[config.mk]
export PLATFORM = sky130hd
export DESIGN_NAME = spi_tmg_gen
export DESIGN_NICKNAME = d
export VERILOG_FILES = /design/src/rtl/spi_tmg_pkg.sv /design/src/rtl/spi_tmg_baud_div.sv /design/src/rtl/spi_tmg_sck_gen.sv /design/src/rtl/spi_tmg_dly_cnt.sv /design/src/rtl/spi_tmg_gen.sv
export SDC_FILE = /design/constraint.sdc
export NUM_CORES = 1
export LEC_CHECK = 0
export CAP_MARGIN = 20
export CORE_MARGIN = 2
export CORE_UTILIZATION = 25
export DETAILED_ROUTE_END_ITERATION = 6
export PLACE_DENSITY = 0.38
export SYNTH_ARGS = -nofsm -noshare
export SYNTH_HDL_FRONTEND = slang
export SYNTH_SLANG_ARGS = --single-unit
[constraint.sdc]
create_clock -name clk_i -period 27.2 [get_ports clk_i]
set_clock_uncertainty 0.1 [all_clocks]
set_input_delay 5.44 -clock clk_i [delete_from_list [all_inputs] [get_ports clk_i]]
set_output_delay 5.44 -clock clk_i [all_outputs]
set_load 0.005 [all_outputs]
[src/rtl/spi_tmg_pkg.sv]
package spi_tmg_pkg;
  localparam int BPRE_W = 2;
  localparam int BSCL_W = 4;
  localparam int DPRE_W = 2;
  localparam int DSCL_W = 4;
  localparam int N_DLY  = 3;
  localparam int PER_W  = $clog2(7 * (1 << ((1 << BSCL_W) - 1)) + 1);
  localparam int DLY_W  = $clog2(7 * (1 << (1 << DSCL_W)) + 1);

  typedef enum logic [1:0] {
    DLY_LEAD  = 2'd0,
    DLY_TRAIL = 2'd1,
    DLY_GAP   = 2'd2
  } dly_sel_e;

  function automatic logic [3:0] baud_pre_f(input logic [BPRE_W-1:0] c);
    case (c)
      2'd0:    baud_pre_f = 4'd2;
      2'd1:    baud_pre_f = 4'd3;
      2'd2:    baud_pre_f = 4'd5;
      default: baud_pre_f = 4'd7;
    endcase
  endfunction

  function automatic logic [PER_W-1:0] baud_scl_f(input logic [BSCL_W-1:0] c);
    if (c < 4) baud_scl_f = PER_W'((32'(c) + 1) * 2);
    else       baud_scl_f = PER_W'(32'd1 << c);
  endfunction

  function automatic logic [DLY_W-1:0] dly_len_f(input logic [DPRE_W-1:0] p,
                                                 input logic [DSCL_W-1:0] s);
    logic [DLY_W-1:0] odd;
    odd = DLY_W'({p, 1'b1});
    dly_len_f = odd << (32'(s) + 1);
  endfunction
endpackage

[src/rtl/spi_tmg_baud_div.sv]
module spi_tmg_baud_div
  import spi_tmg_pkg::*;
#(
  parameter int PW = PER_W
) (
  input  logic [BPRE_W-1:0] pre_i,
  input  logic [BSCL_W-1:0] scl_i,
  input  logic              dbl_i,
  output logic [PW-1:0]     hi_len_o,
  output logic [PW-1:0]     lo_len_o
);
  logic [PW-1:0] full, per;

  always_comb begin
    full     = PW'(baud_pre_f(pre_i)) * PW'(baud_scl_f(scl_i));
    per      = dbl_i ? (full >> 1) : full;
    hi_len_o = per >> 1;
    lo_len_o = per - hi_len_o;
  end
endmodule

[src/rtl/spi_tmg_sck_gen.sv]
module spi_tmg_sck_gen #(
  parameter int PW = 18
) (
  input  logic          clk_i,
  input  logic          rst_ni,
  input  logic          run_i,
  input  logic          hold_i,
  input  logic [PW-1:0] hi_len_i,
  input  logic [PW-1:0] lo_len_i,
  output logic          sck_o,
  output logic          rise_o,
  output logic          fall_o
);
  logic [PW-1:0] cnt_q, cur_len;
  logic          sck_q, en, hit;

  assign en      = run_i & ~hold_i;
  assign cur_len = sck_q ? hi_len_i : lo_len_i;
  // >= guards against a shortened period
  assign hit     = en && (cnt_q >= cur_len - PW'(1));

  always_ff @(posedge clk_i or negedge rst_ni) begin
    if (!rst_ni) begin
      cnt_q <= '0;
      sck_q <= 1'b0;
    end else if (!run_i) begin
      cnt_q <= '0;
      sck_q <= 1'b0;
    end else if (en) begin
      if (hit) begin
        cnt_q <= '0;
        sck_q <= ~sck_q;
      end else begin
        cnt_q <= cnt_q + PW'(1);
      end
    end
  end

  assign sck_o  = sck_q;
  assign rise_o = hit & ~sck_q;
  assign fall_o = hit & sck_q;
endmodule

[src/rtl/spi_tmg_dly_cnt.sv]
module spi_tmg_dly_cnt
  import spi_tmg_pkg::*;
#(
  parameter int DW = DLY_W
) (
  input  logic              clk_i,
  input  logic              rst_ni,
  input  logic              start_i,
  input  logic              stop_i,
  input  logic [DPRE_W-1:0] pre_i,
  input  logic [DSCL_W-1:0] scl_i,
  output logic              busy_o,
  output logic              done_o
);
  logic [DW-1:0] cnt_q, len;
  logic          busy_q;

  assign len = DW'(dly_len_f(pre_i, scl_i));

  always_ff @(posedge clk_i or negedge rst_ni) begin
    if (!rst_ni) begin
      busy_q <= 1'b0;
      cnt_q  <= '0;
    end else if (stop_i) begin
      busy_q <= 1'b0;
      cnt_q  <= '0;
    end else if (start_i) begin
      busy_q <= 1'b1;
      cnt_q  <= len - DW'(1);
    end else if (busy_q) begin
      if (cnt_q == '0) busy_q <= 1'b0;
      else             cnt_q  <= cnt_q - DW'(1);
    end
  end

  assign busy_o = busy_q;
  assign done_o = busy_q && (cnt_q == '0);
endmodule

[src/rtl/spi_tmg_gen.sv]
module spi_tmg_gen
  import spi_tmg_pkg::*;
#(
  parameter int PW = PER_W,
  parameter int DW = DLY_W,
  parameter int ND = N_DLY
) (
  input  logic              clk_i,
  input  logic              rst_ni,
  input  logic [BPRE_W-1:0] baud_pre_i,
  input  logic [BSCL_W-1:0] baud_scl_i,
  input  logic              dbl_i,
  input  logic [DPRE_W-1:0] lead_pre_i,
  input  logic [DSCL_W-1:0] lead_scl_i,
  input  logic [DPRE_W-1:0] trail_pre_i,
  input  logic [DSCL_W-1:0] trail_scl_i,
  input  logic [DPRE_W-1:0] gap_pre_i,
  input  logic [DSCL_W-1:0] gap_scl_i,
  input  logic              run_i,
  input  logic [ND-1:0]     dly_start_i,
  input  logic              stop_i,
  output logic              sck_o,
  output logic              sck_rise_o,
  output logic              sck_fall_o,
  output logic [ND-1:0]     dly_done_o,
  output logic              dly_busy_o
);
  logic [PW-1:0]     hi_len, lo_len;
  logic [DPRE_W-1:0] pre_arr [ND];
  logic [DSCL_W-1:0] scl_arr [ND];
  logic [ND-1:0]     busy;

  always_comb begin
    for (int k = 0; k < ND; k++) begin
      pre_arr[k] = '0;
      scl_arr[k] = '0;
    end
    pre_arr[DLY_LEAD]  = lead_pre_i;
    scl_arr[DLY_LEAD]  = lead_scl_i;
    pre_arr[DLY_TRAIL] = trail_pre_i;
    scl_arr[DLY_TRAIL] = trail_scl_i;
    pre_arr[DLY_GAP]   = gap_pre_i;
    scl_arr[DLY_GAP]   = gap_scl_i;
  end

  spi_tmg_baud_div #(.PW(PW)) i_div (
    .pre_i    (baud_pre_i),
    .scl_i    (baud_scl_i),
    .dbl_i    (dbl_i),
    .hi_len_o (hi_len),
    .lo_len_o (lo_len)
  );

  for (genvar g = 0; g < ND; g++) begin : g_dly
    spi_tmg_dly_cnt #(.DW(DW)) i_dly (
      .clk_i   (clk_i),
      .rst_ni  (rst_ni),
      .start_i (dly_start_i[g]),
      .stop_i  (stop_i),
      .pre_i   (pre_arr[g]),
      .scl_i   (scl_arr[g]),
      .busy_o  (busy[g]),
      .done_o  (dly_done_o[g])
    );
  end

  assign dly_busy_o = |busy;

  spi_tmg_sck_gen #(.PW(PW)) i_sck (
    .clk_i    (clk_i),
    .rst_ni   (rst_ni),
    .run_i    (run_i),
    .hold_i   (dly_busy_o),
    .hi_len_i (hi_len),
    .lo_len_i (lo_len),
    .sck_o    (sck_o),
    .rise_o   (sck_rise_o),
    .fall_o   (sck_fall_o)
  );
endmodule

Word level (Yosys, flattened, before mapping):

Cells that the tools add are included.
Widths: inputs -> output; s select.

* word-level logic and storage cells: 90
* bits in registers: 79
* output and inout bits: 7
* input bits: 32

* shift operators: 4
* add/subtract/negate cells: 13
* order comparisons: 2
* muxes and demuxes: 34
* equal/unequal tests: 7
* reduce and logical (&&, ||, !) cells: 16
* multipliers: 1
* bitwise operators: 5

Operator list (number)
* $mux 19: 12
* $sub 19x1->19 const B: 6
* $mux 18: 6
* $shl 3x32->19: 3
* $logic_not 19->1: 3
* $add 4x1->5 const B: 4
* $add 18x1->18 const B: 1
* $ge 18x18->1: 1
* $mul 3x18->18: 1
* $shl 1x4->18 const A: 1
* $sub 18x1->18 const B: 1
* $sub 18x17->18: 1
* $mux 1: 15
* $ne 3x3->1 const B: 3
* $pmux 3 s3: 1
* $reduce_bool 3->1: 3
* $reduce_and 2->1: 4
* $logic_and 1x1->1: 4
* $lt 4x3->1 const B: 1
* $ne 2x1->1 const B: 2
* $and 1x1->1: 3
* $reduce_or 3->1: 1
* $eq 2x1->1 const B: 1
* $eq 2x2->1 const B: 1
* other kinds (2): 3

Longest topological paths before layout:

Gate-level depths: netlist (run 1).

* depth in word-level cells: 12
* mapped depth: 37
* depth with buffers taken out: 36

Hierarchy:

Synthesis (run 1) repeated with hierarchy kept, for this count alone.

* cells, all modules: 1549
* area, all modules: 11812.6 sq um

Modules (own cells, without submodules)
* spi_tmg_dly_cnt: times used 3, sequential area each 500.5 sq um, area each 2283.4 sq um, cells each 292
* spi_tmg_baud_div: times used 1, sequential area each 0.0 sq um, area each 2894.0 sq um, cells each 412
* spi_tmg_sck_gen: times used 1, sequential area each 475.5 sq um, area each 2062.0 sq um, cells each 260
* spi_tmg_gen: times used 1, sequential area each 0.0 sq um, area each 6.3 sq um, cells each 1

Worst setup path after synthesis (run 1):

OpenSTA, ideal clock, no wires.

* kind: in2out
* start point: input port baud_scl_i[0]
* end point: output port sck_fall_o
* cell stages on the path: 34
* required time: 21.660 ns
* data arrival time: 11.996 ns
* slack: 9.664 ns
* path buffers: 0
* path through: ha_1 > ha_1 > nor2_1 > a21oi_1 > nor2_1 > o21ai_0 > fa_1 > fa_1 > nand2b_1 > nand2b_1 > a21oi_1 > xnor2_1 > mux2_2 > inv_2 > ha_1 > nand2_1 > o21ai_0 > o31ai_1 > a21oi_1 > a21bo_2 > o211a_1 > o31ai_1 > a21oi_1 > xor2_1 > nor2_1 > a2111oi_1 > xnor2_1 > ha_1 > or4_1 > nor3_1 > nand2_1 > a21oi_1 > nor3_1 > and3_1

* longest elaborated chain between the ends: 10
* elaborated cells on any way between the ends: 12
* classes of those cells: add/sub (3); mul (1); order compare (2); shift (1); mux (3); bitwise (1); reduce/logical (1)

Ends and longest elaborated chain
* from (decl): RTL line spi_tmg_gen.sv:11 `input logic [BSCL_W-1:0] baud_scl_i,`
* $add 4x1->5, or another cell as far along: RTL line spi_tmg_pkg.sv:26 `if (c < 4) baud_scl_f = PER_W'((32'(c) + 1) * 2);`
* $mux 18 *: RTL line spi_tmg_pkg.sv:26
* $mul 3x18->18 *: RTL line spi_tmg_baud_div.sv:15 `full = PW'(baud_pre_f(pre_i)) * PW'(baud_scl_f(scl_i));`
* $mux 18 *: RTL line spi_tmg_baud_div.sv:16 `per = dbl_i ? (full >> 1) : full;`
* $sub 18x17->18: RTL line spi_tmg_baud_div.sv:18 `lo_len_o = per - hi_len_o;`
* $mux 18 *: RTL line spi_tmg_sck_gen.sv:18 `assign cur_len = sck_q ? hi_len_i : lo_len_i;`
* $sub 18x1->18 *: RTL line spi_tmg_sck_gen.sv:20 `assign hit = en && (cnt_q >= cur_len - PW'(1));`
* $ge 18x18->1 *: RTL line spi_tmg_sck_gen.sv:20
* $logic_and 1x1->1 *: RTL line spi_tmg_sck_gen.sv:20
* $and 1x1->1 *: RTL line spi_tmg_sck_gen.sv:41 `assign fall_o = hit & sck_q;`
* to (decl): RTL line spi_tmg_gen.sv:24 `output logic sck_fall_o,`

Mark *: on every way between the ends. The rest lies on a longest branch, timed or not.

Worst setup path after layout (run 1):

* start point: input port baud_scl_i[2]
* end point: output port sck_fall_o

The elaborated chain is that of the path after synthesis.

==> impl_results.md, run 1 <==
* Status: complete, no violations
* Syn Nets at approximately 1,400
* Synthesized area at between 9000 and 10,000 sq um
* Synth warn at 0
* Setup bufs post-CTS at 0
* Total number of vias at ~9,000
* Highest Clock Rate at between 50 and 60 MHz
* CTS tree: built
* # hold bufs at CTS at 0
* Share of layout cells above drive strength 1 at about 6.2%
* Skew-Pair Late Insertion Delay at approximately 350 ps
* Critical path peak fanout at 14
* TritonCTS buffer count at 9
* CP arrival at around 14,000 ps
* Endpoint type of the worst setup path: output pin
* Core footprint at 38,650 sq um
* Max incr delay on CP at approximately 750 ps
* Die area at ~40,000 sq um
* WP data required at 21,660 ps
* Area grow syn2layout at 11.32%
* Initial antenna violation count at 0
* Syn Inst Count at approximately 1,300
* Final setup violating endpoints at 0
* Grt total ovfl at 0
* Largest net degree at the start of global routing at 61
* Die W at a little over 200 microns
* Pre-CTS setup slack at 7520 ps
* Detailed Place HPWL at 20,260 microns
* DRC at 0
* FF/Latch Area at between 1500 and 2000 sq um
* Avg Inst Size Synth at around 7.5 sq um
* Startpoint class of the critical path: primary input
* Worst R2R Setup Slack at around 22,000 ps
* I/O pins at 39
* Yosys cell types at 94
* Slew HR at between 30% and 40%
* Final min period at roughly 20,000 ps
* PD cells at around 49 nW/um^2
* GRT Overall Usage at between 10% and 20%
* Sum Neg Setup Slack at 0 ps
* Async S/R FF share, synth at 100.0%
* Setup ws final at around 7600 ps
* Cell leakage power at 4.700 nW
* Port bufs at 38
* Top cell type's share of synthesized area at 20.21%
* Fin. Hold Viols at 0
* Clock sinks at 79
* Max Slew Vio Count at 0
* Type of the most critical hold path: flop to flop
* Synth top area cells: dfrtp_1 (20%), ha_1 (8.8%), nand2_1 (7.4%)
* Nets at ~1,400
* Vias in the first global route at roughly 8,900
* Max-Cap Viols at 0
* Main synth FF type: dfrtp_1
* Final wirelength at about 27,000 microns
* Reg clk slew, reported paths at 60 ps
* Crit-path slowest cell: clkdlybuf4s50_1
* Initial Util at about 25%
* Drt initial violations at around 400
* Worst-Margin Slew at just over 900 ps
* Longest Clk Path Bufs at 2
* Root Driver: clkbuf_16
* Post-CTS sizing at 0
* Number of synthesized flops with an enable pin at 0
* Vias per std cell at between 4 and 5
* DRT Pass-1 Iters at 4
* Max VDD drop at around 0.032 mV
* ANT nets after route at 0
* RePlAce Congestion at between 0.7 and 0.8
* Tcrit/Tclk final at 72.22%
* Sequential fraction of the synthesis area at 20.21%
* Number of fill cells at about 4,200
* Num rows at 72
* Global-route wire length before repair at around 46,000 microns
* Total Power at between 500 and 600 uW
* WS Path Type: primary input to output pin
* Htree depth at 3
* Placed cell count at 1,812
* N_diodes at 0
* Yosys reg bits at a little under 80
* Multi-input logic area at around 7200 sq um
* Non-filler cells, final at ~1,800
* Final hold slack at about 440 ps
* Die height at 201.8 microns
* RSZ-0062 raised after global routing: no
* Leading area contributor after synthesis: dfrtp_1
* DR WL/cell at approximately 15 microns
* Critical Path Most Common Cell: a21oi_1
* Count leader, synth: nand2_1
* Synth cell count leaders: nand2_1 (192), nor2_1 (111), a21oi_1 (110), dfrtp_1 (79), inv_1 (77)
## sequential cells by signal, summed over array words and instances (netlist names)
name                count
i_sck.cnt_q            18
g_dly.i_dly.busy_o      3
g_dly.i_dly.cnt_q      57
i_sck.sck_o             1
## per-stage QoR
stage / utilization (%) / instance area, sq um
after floorplan: - / 9781
final: 28.17 / 10890
after CTS: 28.17 / 10890
after global placement: 27.38 / 10580
after global routing: 28.17 / 10890
after detailed placement: 27.38 / 10580
## cell type report
type	instances	area share, %
clock buffers	10	2.195
clock inverters	6	0.6320
inverters	83	2.873
multi-input cells	1086	66.21
flip-flops and latches	79	18.16
well taps	518	5.953
repair buffers	46	3.976
## power by group
group / internal (mW) / total (mW) / switching (mW) / leakage [nW]
Clock: 0.0742 / 0.128 / 0.0538 / 0.149
Combinational: 0.109 / 0.259 / 0.151 / 3.49
Sequential: 0.132 / 0.146 / 0.0136 / 1.06
## kinds of logic (layout without fill, tap and decap cells)
| kind of cell | count (synthesis) | count (layout) | share of synthesized area (%) |
|---|---|---|---|
| compound gates | 329 | 329 | 22.87 |
| other cells | 2 | 2 | 0.07678 |
| fa+ha+maj | 85 | 85 | 12.10 |
| xor+xnor | 94 | 94 | 8.571 |
| buf+inv | 140 | 145 | 6.153 |
| simple gates | 551 | 551 | 27.31 |
| mux | 25 | 25 | 2.699 |
| flops | 79 | 79 | 20.21 |
## worst max-delay path: cells and delay by family
family / cells / cell delay [ps]
muxes: 1 / 200
xor gates and xnor gates: 3 / 500
buffers and inverters: 4 / 1390
adders and majority gates: 5 / 1810
and+or+nand+nor: 11 / 1790
AOI/OAI and AO/OA: 12 / 2970
## routing by layer
layer  GRT usage, %  part of all wire, %  vias up
met3          1.693                  2.2       18
met4          2.232                 0.87        0
met1          19.10                   51     4227
met5              0                    0        -
li1               -                    -     4623
met2          22.24                   46       97
## placed cells by master, fill, tap and decap left out, drive strengths merged, types with 7 or more instances in the layout
cell type	n
a21oi	114
xor2	49
xnor2	45
o31ai	11
or3	19
o211ai	10
a31oi	12
a21o	15
mux2i	17
o21ai	55
nor2	111
clkdlybuf4s50	36
o21a	11
o2bb2ai	14
buf	10
ha	69
nand2b	22
nor4	22
a211oi	11
inv	79
a22oi	12
or2	11
nand4	14
clkinv	8
nor3	23
nand3	48
o22ai	7
nand2	192
mux2	8
nor2b	26
dfrtp	79
or4	7
and3	28
fa	16
clkbuf	10
## worst paths after layout
path / end / depth (start not counted) / from
min in group asynchronous: i_sck.cnt_q[15] / 1 / rst_ni
min: g_dly[0].i_dly.cnt_q[5] / 2 / g_dly[0].i_dly.cnt_q[5]
min reg2reg: g_dly[0].i_dly.cnt_q[5] / 2 / g_dly[0].i_dly.cnt_q[5]
max: sck_fall_o / 36 / baud_scl_i[2]
max in group asynchronous: g_dly[0].i_dly.cnt_q[9] / 2 / rst_ni
max reg2reg: i_sck.cnt_q[6] / 18 / i_sck.sck_o
Power figures use the tool's default switching activity.
==> run 2: changes to the inputs <==
clock period = 18.24 ns   (was 27.2 ns; I/O delays follow)
==> run 2 against run 1 <==
Die area stayed put. Non-clock buffer count unchanged. Via count is 0.12% lower. Sequential share of layout area about the same. Register-to-register slack worse by 9000 ps. Global-route usage fell by 0.083 points. First-iteration DRC count fell by 4.0%. Largest cell class unchanged. Highest routed layer unchanged.
==> impl_results.md, run 2 (synthesized netlist as in run 1, its figures left out) <==
* Tcrit/Tclk final at between 80% and 90%
* RSZ-0062 raised after global routing: no
* Global-route wire length before repair at 45,460 microns (-1.1%)
* Worst-Margin Slew at 941.7 ps (+5.824 ps)
* Final setup violating endpoints at 0 (unchanged)
* Detailed Place HPWL at 20,300 microns (+0.16%)
* WS Path Type: primary input to output pin
* Status: complete, no violations
* Largest register FFs at 57 (unchanged)
* Critical path peak fanout at 14 (unchanged)
* Cell leakage power at 4.701 nW (about the same)
* Critical Path Most Common Cell: a21oi_1
* Initial Util at 25.31% (unchanged)
* Longest Clk Path Bufs at 2 (unchanged)
* Met1 track demand over resource at 18.95% (-0.15 points)
* Setup bufs post-CTS at 0 (unchanged)
* Nets at 1,422 (unchanged)
* DRT Pass-1 Iters at 5 (+1)
* Highest Clock Rate at 62.17 MHz
* Num rows at 72 (unchanged)
* Die area at 40,720 sq um (unchanged)
* Share of layout cells above drive strength 1 at 6.183% (unchanged)
* # hold bufs at CTS at 0 (unchanged)
* Initial antenna violation count at 0 (unchanged)
* Largest net degree at the start of global routing at 61 (unchanged)
* Largest register by flop count: g_dly.i_dly.cnt_q
* Crit-path slowest cell: clkdlybuf4s50_1
* TritonCTS buffer count at 9 (unchanged)
* Die W at 201.8 microns (unchanged)
* CP arrival at 12,340 ps (-1760 ps)
* GRT met3 Usage at 1.757% (+0.064 points)
* RePlAce Congestion at 0.7831 (about the same)
* Leading cell type in the layout, fill and taps excluded: nand2_1
* Endpoint type of the worst setup path: output pin
* WP data required at 14,490 ps (-7170 ps)
* Vias in the first global route at 8,675 (-2.8%)
* DRC at 0 (unchanged)
* Max Slew Vio Count at 0 (unchanged)
* Post-CTS sizing at 0 (unchanged)
* Type of the most critical hold path: flop to flop
* Clock sinks at 79 (unchanged)
* Area grow syn2layout at 11.36% (about the same)
* Port bufs at 38 (unchanged)
* CTS tree: built
* Sum Neg Setup Slack at 0 ps (unchanged)
* Met2 Usage GRT at 22.31% (+0.074 points)
* Final std cell area, no fill at 10,890 sq um (about the same)
* DR WL/cell at 14.70 microns (-0.13%)
* Max incr delay on CP at 760 ps (about the same)
* Max VDD drop at 0.04572 mV (+43%)
* Skew-Pair Late Insertion Delay at 350 ps (about the same)
* Grt total ovfl at 0 (unchanged)
* Fin. Hold Viols at 0 (unchanged)
* Die height at 201.8 microns (unchanged)
* Root Driver: clkbuf_16
* Startpoint class of the critical path: primary input
* Vias per std cell at 4.898 (-0.12%)
* Final min period at roughly 16,000 ps
* PD cells at 73.17 nW/um^2 (+49%)
* Reg clk slew, reported paths at 60 ps (about the same)
* Cell Area, Placed at 10,580 sq um (unchanged)
* Slew HR at 37.22% (-0.39 points)
* Core footprint at 38,650 sq um (unchanged)
* I/O pins at 39 (unchanged)
* Total number of vias at 8,954 (-0.12%)
* Busiest grt layer: met2
* Htree depth at 3 (unchanged)
* GRT Overall Usage at 13.41% (-0.083 points)
* ANT nets after route at 0 (unchanged)
* Leading cell types in the layout, fill and taps excluded: nand2_1 (192), nor2_1 (111), a21oi_1 (108)
* Max-Cap Viols at 0 (unchanged)
* N_diodes at 0 (unchanged)
* Final wirelength at 26,860 microns (-0.13%)
* Drt initial violations at 385 (-4.0%)
## run 2: cell count changes in the layout (fill, tap and decap cells not counted), sizes merged
cell / before / now
clkinv: 8 / 6
inv: 79 / 81
## run 2: worst max-delay path, delay by kind of cell
kind | cells | cell delay, ps
XOR/XNOR | 3 | 490
AND/OR/NAND/NOR | 11 | 1790
adder cells (fa/ha/maj) | 5 | 1810
multiplexers | 1 | 200
AO/OA/AOI/OAI | 12 | 2950
buffers and inverters | 4 | 1410
## run 2: power by group
group          total, mW  switching [mW]  internal (mW)
clock              0.193          0.0812          0.112
sequential         0.218          0.0206          0.197
combinational      0.386           0.224          0.162
total              0.797           0.326          0.471
## run 2: final timing paths
check                                         from                      end  slack [ps]  cells past startpoint
setup / recovery                     baud_scl_i[2]               sck_fall_o        2160                     36
hold / removal             g_dly[0].i_dly.cnt_q[5]  g_dly[0].i_dly.cnt_q[5]         430                      2
setup reg to reg                       i_sck.sck_o           i_sck.cnt_q[8]       12870                     18
hold reg to reg            g_dly[0].i_dly.cnt_q[5]  g_dly[0].i_dly.cnt_q[5]         430                      2
max in group asynchronous                   rst_ni  g_dly[0].i_dly.cnt_q[6]       13820                      2
min in group asynchronous                   rst_ni          i_sck.cnt_q[13]        3160                      1
## run 2: area by class of cell
cell class,count,area (sq um)
sequential,79,1977
tap,518,648.1
clock inverter,6,72.57
multi-input combinational,1086,7209
clock buffer,10,239.0
fill,4225,27760
timing repair buffer,46,432.9
inverter,83,312.8
## run 2: layer usage
layer	routed length, microns	vias up
met5	0	-
met4	80	0
met3	498	5
met2	12460	75
met1	13830	4249
li1	-	4625
## run 2: per-stage QoR
stage | cells | worst slack [ps] | hold slack [ps] | power (mW) | utilization [%]
after global routing | 1828 | 1278 | 461.6 | 0.8732 | 28.18
after detailed placement | 1812 | 2192 | 429.1 | 0.6106 | 27.38
after global placement | 1812 | 2367 | 423.9 | 0.6131 | 27.38
final | 1828 | 2156 | 433.2 | 0.7970 | 28.18
after floorplan | 1305 | 4288 | 405.7 | 0.5184 | -
after CTS | 1828 | 2152 | 437.3 | 0.8135 | 28.18
==> run 3: changes to the inputs <==
CORE_MARGIN = 8   (was 2)
==> run 3 against run 2 <==
Count of clock-buffer cells in the layout unchanged. Wire length increased by 1.6%. Sequential power about the same. Worst hold slack improved by 2.5 ps. Flip-flop and latch count unchanged. Largest power group unchanged.
==> impl_results.md, run 3 (synthesized netlist as in run 1, its figures left out) <==
* Startpoint class of the critical path: primary input
* ANT nets after route at 0 (unchanged)
* TritonCTS buffer count at 9 (unchanged)
* Largest register FFs at 57 (unchanged)
* I/O pins at 39 (unchanged)
* Global-route wire length before repair at 46,260 microns (+1.7%)
* Vias in the first global route at 8,943 (+3.1%)
* Skew-Pair Late Insertion Delay at 350 ps (about the same)
* Setup ws final at 2101 ps (-55.13 ps)
* Cell Area, Placed at 10,580 sq um (unchanged)
* Critical Path Most Common Cell: a21oi_1
* Core Util, Final at 28.11% (-0.074 points)
* RSZ-0062 raised after global routing: no
* Total number of vias at 8,959 (+0.056%)
* DR WL/cell at 14.94 microns (+1.6%)
* Final setup violating endpoints at 0 (unchanged)
* Final std cell area, no fill at 10,860 sq um (-0.26%)
* Non-filler cells, final at 1,828 (unchanged)
* Root Driver: clkbuf_16
* CP arrival at 12,390 ps (+50 ps)
* Worst-Margin Slew at 923.4 ps (-18.27 ps)
* Share of layout cells above drive strength 1 at 6.183% (unchanged)
* Max Slew Vio Count at 0 (unchanged)
* Type of the most critical hold path: flop to flop
* Area grow syn2layout at 11.07%
* Grt total ovfl at 0 (unchanged)
* Detailed Place HPWL at 20,690 microns (+1.9%)
* Final hold slack at 435.8 ps (+2.549 ps)
* Max-Cap Viols at 0 (unchanged)
* Largest net degree at the start of global routing at 61 (unchanged)
* Setup bufs post-CTS at 0 (unchanged)
* Vias per std cell at 4.901 (about the same)
* Nets at 1,422 (unchanged)
* CTS tree: built
* Placed cell count at 1,812 (unchanged)
* Longest Clk Path Bufs at 2 (unchanged)
* GRT Overall Usage at 12.22% (-1.2 points)
* Initial Util at 25.31% (unchanged)
* Reg clk slew, reported paths at 60 ps (about the same)
* Clock sinks at 79 (unchanged)
* Total Power at 781.7 uW (-1.9%)
* Highest Clock Rate at 61.96 MHz (-0.34%)
* Fin. Hold Viols at 0 (unchanged)
* Status: complete, no violations
* Final min period at 16,140 ps (+55.13 ps)
* Number of fill cells at 4,213 (-0.28%)
* Largest register by flop count: g_dly.i_dly.cnt_q
* Slew HR at 38.44% (+1.2 points)
* WP data required at 14,490 ps (about the same)
* Critical path peak fanout at 14 (unchanged)
* Max incr delay on CP at 770 ps (about the same)
* WS Path Type: primary input to output pin
* Post-CTS sizing at 0 (unchanged)
* Port bufs at 38 (unchanged)
* Core footprint at 38,650 sq um (unchanged)
* # hold bufs at CTS at 0 (unchanged)
* Cell leakage power at 4.690 nW (-0.23%)
* Leading cell types in the layout, fill and taps excluded: nand2_1 (192), nor2_1 (111), a21oi_1 (108)
* Tcrit/Tclk final at 88.48% (+0.30 points)
* Final wirelength at 27,300 microns (+1.6%)
* Htree depth at 3 (unchanged)
* N_diodes at 0 (unchanged)
* RePlAce Congestion at 0.8053 (+2.8%)
* Die area at 45,710 sq um (+12%)
* Leading cell type in the layout, fill and taps excluded: nand2_1
* Max VDD drop at 0.04551 mV (-0.46%)
* DRT Pass-1 Iters at 4 (-1)
* Die W at 213.8 microns (+5.9%)
* Num rows at 72 (unchanged)
* Sum Neg Setup Slack at 0 ps (unchanged)
* DRC at 0 (unchanged)
* Endpoint type of the worst setup path: output pin
* Drt initial violations at 454 (+18%)
* Die height at 213.8 microns (+5.9%)
* PD cells at 71.96 nW/um^2 (-1.7%)
* Crit-path slowest cell: clkdlybuf4s50_1
* Pre-CTS setup slack at 2151 ps (-40.63 ps)
* Initial antenna violation count at 0 (unchanged)
[run 3: cell types whose count changed in the layout (fill, tap and decap cells not counted)]
cell	previous run	this run
clkinv_2	1	3
bufinv_16	1	0
inv_6	3	2
[run 3: worst paths after layout]
path / startpoint / to / slack, ps / depth (start not counted)
worst min-delay path: g_dly[1].i_dly.cnt_q[6] / g_dly[1].i_dly.cnt_q[6] / 440 / 2
min in group asynchronous: rst_ni / i_sck.cnt_q[15] / 3160 / 1
worst max-delay path: baud_scl_i[2] / sck_rise_o / 2100 / 36
worst min register to register: g_dly[1].i_dly.cnt_q[6] / g_dly[1].i_dly.cnt_q[6] / 440 / 2
worst max register to register: i_sck.sck_o / i_sck.cnt_q[13] / 12480 / 19
max in group asynchronous: rst_ni / g_dly[0].i_dly.cnt_q[6] / 13840 / 2
[run 3: metal layers]
metal / vias up / GRT usage (%) / wire length, microns
met2: 83 / 20.23 / 12490
li1: 4629 / - / -
met3: 11 / 1.783 / 593
met4: 0 / 1.820 / 178
met5: - / 0 / 0
met1: 4236 / 16.96 / 14040
[run 3: power by group]
part / internal (mW) / leakage [nW] / total [mW] / switching, mW
Sequential: 0.197 / 1.06 / 0.218 / 0.0208
Clock: 0.0967 / 0.139 / 0.175 / 0.0787
Combinational: 0.162 / 3.49 / 0.388 / 0.226
Total: 0.456 / 4.69 / 0.782 / 0.325
[run 3: layout make-up]
| cell class | count | area (sq um) | share of cell area (%) |
|---|---|---|---|
| multi-input combinational | 1086 | 7209 | 66.37 |
| sequential | 79 | 1977 | 18.20 |
| timing repair buffer | 46 | 432.9 | 3.985 |
| clock buffer | 10 | 239.0 | 2.200 |
| clock inverter | 6 | 43.79 | 0.4031 |
| inverter | 83 | 312.8 | 2.880 |
| tap | 518 | 648.1 | 5.966 |
[run 3: worst max-delay path: cells and delay by family]
| family | cells | cell delay [ps] |
|---|---|---|
| AO/OA/AOI/OAI | 12 | 2990 |
| XOR/XNOR | 3 | 490 |
| adder cells (fa/ha/maj) | 5 | 1820 |
| buffers and inverters | 4 | 1440 |
| multiplexers | 1 | 200 |
| AND/OR/NAND/NOR | 11 | 1820 |
